--- config.mk ---
export PLATFORM = sky130hd
export DESIGN_NAME = serial_latch_bank
export DESIGN_NICKNAME = d
export VERILOG_FILES = /design/src/rtl/slb_pkg.sv /design/src/rtl/slb_pin_sync.sv /design/src/rtl/slb_shift.sv /design/src/rtl/slb_latches.sv /design/src/rtl/serial_latch_bank.sv
export SDC_FILE = /design/constraint.sdc
export NUM_CORES = 1
export LEC_CHECK = 0
export BUFFER_PORTS_ARGS = -buffer_cell sky130_fd_sc_hd__clkbuf_2
export CAP_MARGIN = 20
export CORE_MARGIN = 5
export CORE_UTILIZATION = 30
export CTS_BUF_LIST = sky130_fd_sc_hd__clkbuf_4
export DETAILED_ROUTE_END_ITERATION = 8
export PLACE_DENSITY_LB_ADDON = 0.15
export SYNTH_ARGS = -nofsm -noshare
export SYNTH_HDL_FRONTEND = slang
export SYNTH_HIERARCHICAL = 1
export SYNTH_SLANG_ARGS = --single-unit
--- constraint.sdc ---
create_clock -name clk -period 3.8 [get_ports clk]
set_input_delay 0 -clock clk [delete_from_list [all_inputs] [get_ports clk]]
set_output_delay 0 -clock clk [all_outputs]
set_load 0.005 [all_outputs]
--- src/rtl/slb_pkg.sv ---
`timescale 1ns/1ps
package slb_pkg;

    typedef enum logic [1:0] {
        OP_IDLE      = 2'd0,
        OP_WRITE_BIT = 2'd1,
        OP_CLEAR_ALL = 2'd2,
        OP_REJECT    = 2'd3
    } slb_op_e;

    // Decide what a committed frame does with the latch bank.
    function automatic slb_op_e slb_classify(input int unsigned addr,
                                             input int unsigned n_ch);
        if (addr == 0)
            return OP_CLEAR_ALL;
        else if (addr < n_ch)
            return OP_WRITE_BIT;
        else
            return OP_REJECT;
    endfunction

endpackage

--- src/rtl/slb_pin_sync.sv ---
`timescale 1ns/1ps
module slb_pin_sync #(
    parameter int N_PINS  = 1,
    parameter int STAGES  = 2,
    parameter bit EDGE    = 1'b0
) (
    input  logic              clk,
    input  logic              rst_n,
    input  logic [N_PINS-1:0] pin_i,
    output logic [N_PINS-1:0] sig_o
);

    typedef struct packed {
        logic [N_PINS-1:0][STAGES-1:0] chain;
    } chain_t;

    chain_t chain_d, chain_q;

    always_comb begin
        chain_d = chain_q;
        for (int i = 0; i < N_PINS; i++) begin
            chain_d.chain[i] = {chain_q.chain[i][STAGES-2:0], pin_i[i]};
        end
    end

    always_ff @(posedge clk or negedge rst_n) begin
        if (!rst_n) chain_q <= '0;
        else        chain_q <= chain_d;
    end

    generate
        if (EDGE) begin : g_edge
            logic [N_PINS-1:0] prev_d, prev_q;

            always_comb begin
                for (int i = 0; i < N_PINS; i++) begin
                    prev_d[i] = chain_q.chain[i][STAGES-1];
                    sig_o[i]  = chain_q.chain[i][STAGES-1] & ~prev_q[i];
                end
            end

            always_ff @(posedge clk or negedge rst_n) begin
                if (!rst_n) prev_q <= '0;
                else        prev_q <= prev_d;
            end
        end else begin : g_level
            always_comb begin
                for (int i = 0; i < N_PINS; i++) begin
                    sig_o[i] = chain_q.chain[i][STAGES-1];
                end
            end
        end
    endgenerate

endmodule

--- src/rtl/slb_shift.sv ---
`timescale 1ns/1ps
module slb_shift #(
    parameter int FRAME_W = 7
) (
    input  logic               clk,
    input  logic               rst_n,
    input  logic               shift_en,
    input  logic               bit_in,
    output logic [FRAME_W-1:0] frame_o
);

    typedef struct packed {
        logic [FRAME_W-1:0] sr;
    } shift_t;

    shift_t sh_d, sh_q;

    always_comb begin
        sh_d = sh_q;
        if (shift_en) begin
            sh_d.sr = {sh_q.sr[FRAME_W-2:0], bit_in};
        end
    end

    always_ff @(posedge clk or negedge rst_n) begin
        if (!rst_n) sh_q <= '0;
        else        sh_q <= sh_d;
    end

    assign frame_o = sh_q.sr;

endmodule

--- src/rtl/slb_latches.sv ---
`timescale 1ns/1ps
module slb_latches
    import slb_pkg::*;
#(
    parameter int ADDR_W = 6,
    parameter int NUM_CH = 48
) (
    input  logic              clk,
    input  logic              rst_n,
    input  logic              commit,
    input  logic [ADDR_W:0]   frame,
    output logic [NUM_CH-1:0] bits_o,
    output logic              err_o
);

    typedef struct packed {
        logic [NUM_CH-1:0] bits;
        logic              err;
    } bank_t;

    bank_t bank_d, bank_q;

    logic [ADDR_W-1:0] addr;
    logic              data;
    slb_op_e           op;

    assign addr = frame[ADDR_W:1];
    assign data = frame[0];

    always_comb begin
        op = OP_IDLE;
        if (commit) op = slb_classify(32'(addr), 32'(NUM_CH));
    end

    always_comb begin
        bank_d     = bank_q;
        bank_d.err = 1'b0;
        case (op)
            OP_CLEAR_ALL: bank_d.bits = '0;
            OP_WRITE_BIT: begin
                for (int i = 1; i < NUM_CH; i++) begin
                    if (addr == ADDR_W'(i)) bank_d.bits[i] = data;
                end
            end
            OP_REJECT:    bank_d.err = 1'b1;
            default:      ;
        endcase
    end

    always_ff @(posedge clk or negedge rst_n) begin
        if (!rst_n) bank_q <= '0;
        else        bank_q <= bank_d;
    end

    assign bits_o = bank_q.bits;
    assign err_o  = bank_q.err;

endmodule

--- src/rtl/serial_latch_bank.sv ---
`timescale 1ns/1ps
module serial_latch_bank #(
    parameter int ADDR_W       = 6,
    parameter int NUM_CH       = 48,
    parameter int SYNC_STAGES  = 2,
    parameter int VOL_UP_CH    = 23,
    parameter int VOL_EXTRA_CH = 31,
    parameter int SPK_LOW_CH   = 47
) (
    input  logic              clk,
    input  logic              rst_n,
    input  logic              sck_i,
    input  logic              sdi_i,
    input  logic              stb_i,
    output logic [NUM_CH-1:0] latch_o,
    output logic              vol_up_o,
    output logic              vol_extra_o,
    output logic              spk_gain_low_o,
    output logic              addr_err_o
);

    localparam int FRAME_W = ADDR_W + 1;
    localparam int EV_SCK  = 0;
    localparam int EV_STB  = 1;

    logic [1:0]         edge_w;
    logic [0:0]         data_w;
    logic [FRAME_W-1:0] frame_w;
    logic               stb_rise;
    logic [NUM_CH-1:0]  bits_w;

    slb_pin_sync #(.N_PINS(2), .STAGES(SYNC_STAGES), .EDGE(1'b1)) u_edge_sync (
        .clk   (clk),
        .rst_n (rst_n),
        .pin_i ({stb_i, sck_i}),
        .sig_o (edge_w)
    );

    slb_pin_sync #(.N_PINS(1), .STAGES(SYNC_STAGES), .EDGE(1'b0)) u_data_sync (
        .clk   (clk),
        .rst_n (rst_n),
        .pin_i (sdi_i),
        .sig_o (data_w)
    );

    assign stb_rise = edge_w[EV_STB];

    slb_shift #(.FRAME_W(FRAME_W)) u_shift (
        .clk      (clk),
        .rst_n    (rst_n),
        .shift_en (edge_w[EV_SCK]),
        .bit_in   (data_w[0]),
        .frame_o  (frame_w)
    );

    slb_latches #(.ADDR_W(ADDR_W), .NUM_CH(NUM_CH)) u_bank (
        .clk    (clk),
        .rst_n  (rst_n),
        .commit (stb_rise),
        .frame  (frame_w),
        .bits_o (bits_w),
        .err_o  (addr_err_o)
    );

    always_comb begin
        latch_o        = bits_w;
        vol_up_o       = bits_w[VOL_UP_CH];
        vol_extra_o    = bits_w[VOL_UP_CH] & bits_w[VOL_EXTRA_CH];
        spk_gain_low_o = bits_w[SPK_LOW_CH];
    end

endmodule

Word level (Yosys, flattened, before mapping)

Index checks and enable logic that the tools add are counted.

Register bits after elaboration: 63
Input port bits: 5
Output and inout port bits: 52
Word-level logic and storage cells: 257

$lt $le $gt $ge: 1
Eq/ne operators: 97
Multiplexer cells: 52
Bitwise logic cells: 5
Reduce and logical (&&, ||, !) cells: 49

Operator list:

| operator             | count |
|---|---|
| $eq A6 B5 Y1 const B | 16 |
| $eq A6 B6 Y1 const B | 16 |
| $ne A2 B1 Y1 const B | 47 |
| $pmux W47 S2         | 1 |
| $reduce_and A2 Y1    | 47 |
| $eq A6 B4 Y1 const B | 8 |
| $mux W1              | 48 |
| $eq A6 B3 Y1 const B | 4 |
| $eq A6 B2 Y1 const B | 2 |
| $eq A6 B1 Y1 const B | 1 |
| $logic_not A6 Y1     | 1 |
| $lt A6 B6 Y1 const B | 1 |
| $mux W2              | 3 |
| $eq A2 B2 Y1 const B | 2 |
| $and A1 B1 Y1        | 3 |
| $eq A2 B1 Y1 const B | 1 |
| $not A1 Y1           | 2 |
| $reduce_bool A2 Y1   | 1 |

Logic depth before layout (Yosys ltp)

Depth after elaboration: 7
Gate-level depth with buffers: 6
Mapped depth without buffers: 4

By module

The synthesis kept the hierarchy.

By module, submodules not included:

| module                     | instances | cells an instance | area each (um^2) | sequential area each (um^2) |
|---|---|---|---|---|
| slb_latches                | 1         | 192               | 2,356.0          | 1,201.2 |
| slb_shift                  | 1         | 15                | 291.5            | 175.2 |
| slb_pin_sync (u_edge_sync) | 1         | 8                 | 177.7            | 150.1 |
| slb_pin_sync (u_data_sync) | 1         | 2                 | 50.0             | 50.0 |
| serial_latch_bank          | 1         | 3                 | 21.3             | 0.0 |

Worst setup path before layout

No wires, ideal clock.

Kind: flip-flop to flip-flop
From: reg u_shift.sh_q, in the netlist u_shift/frame_o[4]
To: reg u_bank.bank_q, in the netlist u_bank/bits_o[19]
Library setup time: 0.125 ns
Data arrival time: 1.837 ns
Required time: 3.675 ns
Slack: 1.838 ns
Cell stages (with the launch flop): 7
Buffers on the path: 3
Clock period less this slack: 1.962 ns
Cell sequence: dfrtp_1 -> or4_1 -> clkbuf_1 -> o2111a_1 -> buf_6 -> buf_6 -> mux2_2

Longest elaborated chain between the ends: 7
Elaborated cells on any way between the ends: 12
Those cells by class: order compare (1); eq/ne (4); mux (4); reduce/logical (3)

Ends and longest elaborated chain:

| item                                                                | line              | text |
|---|---|---|
| start: declaration                                                  | slb_shift.sv:16   | `shift_t sh_d, sh_q;` |
| start signal: assignment                                            | slb_shift.sv:26   | `if (!rst_n) sh_q <= '0;` |
| start signal: assignment                                            | slb_shift.sv:27   | `else sh_q <= sh_d;` |
| $lt A6 B6 Y1                                                        | slb_pkg.sv:16     | `else if (addr < n_ch)` |
| $mux W2                                                             | slb_pkg.sv:16     |  |
| $mux W2                                                             | slb_pkg.sv:14     | `if (addr == 0)` |
| $mux W2                                                             | slb_latches.sv:32 | `if (commit) op = slb_classify(32'(addr), 32'(NUM_CH));` |
| $eq A2 B1 Y1 / $eq A2 B2 Y1 (equally long branches)                 | slb_latches.sv:38 | `case (op)` |
| $ne A2 B1 Y1 (no line) / $reduce_bool A2 Y1 (equally long branches) | n/a               |  |
| $reduce_and A2 Y1 (no line)                                         | n/a               |  |
| end signal: assignment                                              | slb_latches.sv:52 | `else bank_q <= bank_d;` |
| end: declaration                                                    | slb_latches.sv:21 | `bank_t bank_d, bank_q;` |

Parallel ways exist; a longest one is shown, timed or not.
A chain may end at the register's enable or synchronous reset.

Final worst setup path

From: reg u_shift.sh_q, in the netlist u_shift/frame_o[4]
To: reg u_bank.bank_q, in the netlist u_bank/bits_o[40]

The elaborated chain is that of the path after synthesis.

==> results.env <==
FLOORPLAN.DIE.WIDTH_UM=108.3
CRITPATHTOPFAMILY='simple AND/OR/NAND/NOR gates'
WORST_HOLD_DEPTH=2
DETAILROUTE.VIA_COUNT=1935
FINAL_NUMBER_OF_SETUP_VIOLATING_ENDPOINTS=0
SYNTH.CELLS.MOST_FREQUENT='63 x dfrtp_1, 47 x mux2_2, 26 x o22ai_1'
CLOCK_SINKS=63
GP_ROUTABILITY_CONGESTION=0.7197
DIE-HEIGHT_UM=108.3
WORST_SKEW_PAIR.LATE_LATENCY_NS=0.40
MAXIMUM_NUMBER_OF_PINS_ON_ONE_NET_BEFORE_GLOBAL_ROUTE_REPAIR=64
TOTAL_POWER_mW=2.268
CTSROOTBUFFERMASTER='clkbuf_4'
FINALCRITPERIODSHARE_PCT=57.44
CTS_POST_SETUP_BUFFERS_INSERTED=0
LAYOUT_CELL_SHARE_WITH_DRIVE_STRENGTH_BEYOND_1_PCT=49.45
SYNTH-SEQ-AREA-SHARE_PCT=54.43
PATH_MAX_FANOUT=41
FIRST_GLOBAL_VIAS=1937
POST-ROUTE-DRC-COUNT=0
SEQ_POWER_SHARE_PCT=47.8
SYNTH_AREA_LEADER_CELL='dfrtp_1'
DP_HPWL_UM=4284
SYNTH_FP_NETS=225
GLOBALROUTEOVERFLOWTOTAL=0
FINAL_HOLD_VIOL_COUNT=0
VDD_DROP_MAX_mV=0.2618
CP_DATA_ARRIVAL_TIME_NS=2.48
NETSWITCHINGFRACTION_PCT=32.52
N_ANTENNA_CELL=0
CORE.ROWCOUNT=35
PRECTSSETUPSLACK_NS=1.649
GLOBAL_ROUTE.USAGE.TOTAL_PCT=11.98
SYNTHESIS.YOSYS.WARNINGS=6
CTS_MADE_BUFFERS=9
POSTSYNTHREGISTERBITS=63
AREA_GROWTH_SYN_TO_LAYOUT_PCT=17.28
SYNTH_ASYNC_SR_FLOP_SHARE_PCT=100.0
ANTENNA_VIOLATIONS_BEFORE_REPAIR=0
ANTENNA_VIOLATING_NETS_POST_ROUTE=0
POWER.SHARE.COMBINATIONAL_PCT=30.6
FINALNETCOUNT=272
R2R-START='u_shift/frame_o[4]$_DFFE_PN0P_'
PLACEMENT.IO_BUFFERS=55
CRITICALPATHCATEGORY='reg2reg'
REG2REG_TO='u_bank/bits_o[40]$_DFFE_PN0P_'
PERIOD_NEEDED_NS=2.183
SYNTH_EDF_COUNT=0
CTSLONGESTPATHBUFFERS=2
STATIC-LEAKAGE-POWER_nW=1.588
SYNTH_TOP_AREA_SHARE_PCT=54.43
CELL_INTERNAL_PWR_mW=1.530
P_CLK_SHARE_PCT=21.6
TIMING.CRITICAL_PATH.CELLS='or4_1 -> buf_4 -> o22ai_1 -> mux2_2'
POST-ROUTE-WORST-SETUP-SLACK_NS=1.617
CP_NUM_BUF_INV=1
WORST_SLEW_PIN_SLEW_NS=0.8033
AVERAGE_VIA_COUNT_PER_STANDARD_CELL=4.838
LENGTH_IN_CELLS_OF_THE_WORST_REG_TO_REG_PATH=4
CORE_AREA_UM2=9328
FIRSTDRTPASSITERS=4
WORST_HOLD_PATH.ENDPOINT='u_data_sync/chain_q[0]$_DFF_PN0_'
POST_DRT_WL_PER_CELL_UM=16.51
IO_PINS=57
FIN_TNS_SETUP_NS=0
WIRELENGTH_UM=6604
SYN_INST=220
CRITICAL_PATH.ENDPOINT_TYPE='flip-flop'
SYNTH.CELL_AREA_UM2=2897
FIRST_PASS_GRT_WIRE_LENGTH_UM=10640
SETUP_REPAIR_AFTER_GLOBAL_ROUTING_MISSED_ITS_MARGIN='no'
SYNTH_MOST_COMMON_CELL='dfrtp_1'
YOSYS_MOST_USED_DFF='dfrtp_1'
CRIT_PATH_MAX_INCR_DELAY_NS=0.60
MIN-DELAY-PATH-CLASS='in2reg'
MAX_CAP_VIOL_COUNT=0
CP_DATA_REQUIRED_TIME_NS=4.09
NUMBER_OF_CELLS_AFTER_DETAILED_PLACEMENT=381
CRIT_CELLS=4
MAX_CLOCK_FREQ_GHz=0.4582
TOTAL_POWER_DENSITY_PER_CELL_AREA_nW_PER_UM2=667.6
CTS_RESIZED=0
SYNTH_TOP_CELLS_BY_AREA='dfrtp_1 54%, mux2_2 18%, o22ai_1 5.6%'
CP-START-KIND='flip-flop'
INITIAL_UTILIZATION_PCT=31.05
CLOCK-SKEW-FINAL_NS=0.009275
YOSYS.CELL_TYPES.COUNT=27
DIEAREA_UM2=11720
CTS_HTREE_LEVELS=3
POWER.NET_SWITCHING_uW=737.6
DRTITER0DRC=61
CLK_PIN_SLEW_WORST_PATHS_NS=0.10
MAXSLEWHEADROOM_PCT=46.45
OUTCOME='completed'
DRV_SLEW=0
R2R_SLACK_NS=1.62
CTS_TREE='done'
CRIT_PATH_TOP_DELAY_CELL='or4_1'
LAYOUT.CELLS.NON_FILLER=400
HOLD_PATH.STARTPOINT='sdi_i'
POST_SYNTH.CELL_AREA_AVG_UM2=13.17
power by group through the flow:
stage | Sequential, mW | Combinational [mW] | Clock (mW)
after floorplan | 1.05 | 0.450 | 0
after global placement | 1.10 | 0.699 | 0
after detailed placement | 1.10 | 0.704 | 0
after CTS | 1.09 | 0.709 | 0.515
after global routing | 1.12 | 0.763 | 0.546
final | 1.08 | 0.693 | 0.490
metal layers:
layer,up-vias,global-route usage (%),routed length (um)
li1,911,-,-
met1,973,16.63,3282
met2,40,16.79,2827
met3,11,3.164,342
met4,0,6.763,151
met5,-,0,0
cell families after synthesis:
logic type | synth area share (%)
other | 0.1295
multiplexers | 21.90
buffers and inverters | 5.183
AO/OA/AOI/OAI | 9.287
flip-flops | 54.43
AND/OR/NAND/NOR | 9.072
cell type report:
type                            count  area [um2]
Sequential cell                    63        1577
Fill cell                         938        5931
Clock inverter                      6       76.32
Tap cell                          129       161.4
Multi-Input combinational cell    130        1170
Timing Repair Buffer               63       345.3
Clock buffer                        9       67.56
what timing repair did:
action | in CTS | in global routing
hold buffers | 4 | 0
endpoints found under the setup margin | 0 | 0
hold endpoints to repair | 66 | 0
worst max-delay path by stage:
stage | slack, ns | start | end
after floorplan | 1.84 | u_shift/frame_o[4]$_DFFE_PN0P_ | u_bank/bits_o[19]$_DFFE_PN0P_
after global placement | 1.68 | u_shift/frame_o[4]$_DFFE_PN0P_ | u_bank/bits_o[27]$_DFFE_PN0P_
after detailed placement | 1.65 | u_shift/frame_o[4]$_DFFE_PN0P_ | u_bank/bits_o[40]$_DFFE_PN0P_
after CTS | 1.64 | u_shift/frame_o[4]$_DFFE_PN0P_ | u_bank/bits_o[40]$_DFFE_PN0P_
after global routing | 1.54 | u_shift/frame_o[4]$_DFFE_PN0P_ | u_bank/bits_o[40]$_DFFE_PN0P_
final | 1.62 | u_shift/frame_o[4]$_DFFE_PN0P_ | u_bank/bits_o[40]$_DFFE_PN0P_
metrics by stage:
stage               util, %  instance area, um2  hold WS [ns]
floorplan                 -                2897       -0.2956
global placement      34.45                3213        0.1093
detailed placement    34.45                3213        0.1104
CTS                   36.42                3397        0.1971
global route          36.42                3397        0.2226
finish                36.42                3397        0.2374
cells in the final DEF, fill, tap and decap left out, types with 2 or more instances in the layout:
| cell type | netlist | final |
|---|---|---|
| dlygate4sd3_1 | 0 | 4 |
| nor3_1 | 4 | 4 |
| clkinv_1 | 0 | 3 |
| or2_2 | 3 | 3 |
| a211oi_1 | 2 | 2 |
| mux2_2 | 47 | 47 |
| dfrtp_1 | 63 | 63 |
| o32ai_1 | 4 | 4 |
| o22ai_1 | 26 | 26 |
| clkbuf_2 | 0 | 55 |
| nor2b_4 | 2 | 2 |
| a21oi_1 | 9 | 9 |
| or4bb_1 | 4 | 4 |
| clkbuf_4 | 0 | 9 |
| nor3b_1 | 2 | 2 |
| nand2_1 | 3 | 3 |
| bufinv_16 | 0 | 2 |
| nand4b_1 | 4 | 4 |
| nand3b_1 | 2 | 2 |
| mux2_4 | 7 | 7 |
| buf_4 | 3 | 4 |
| or4b_2 | 4 | 4 |
sequential cells by signal (all words and copies together) (netlist names):
register	flops
u_edge_sync/chain_q	2
u_bank/err_o	1
u_edge_sync/chain_d	2
u_edge_sync/g_edge.prev_q	2
u_bank/bits_o	47
u_shift/frame_o	7
u_data_sync/chain_q	2
No activity file was read; power rests on OpenSTA's default activity.
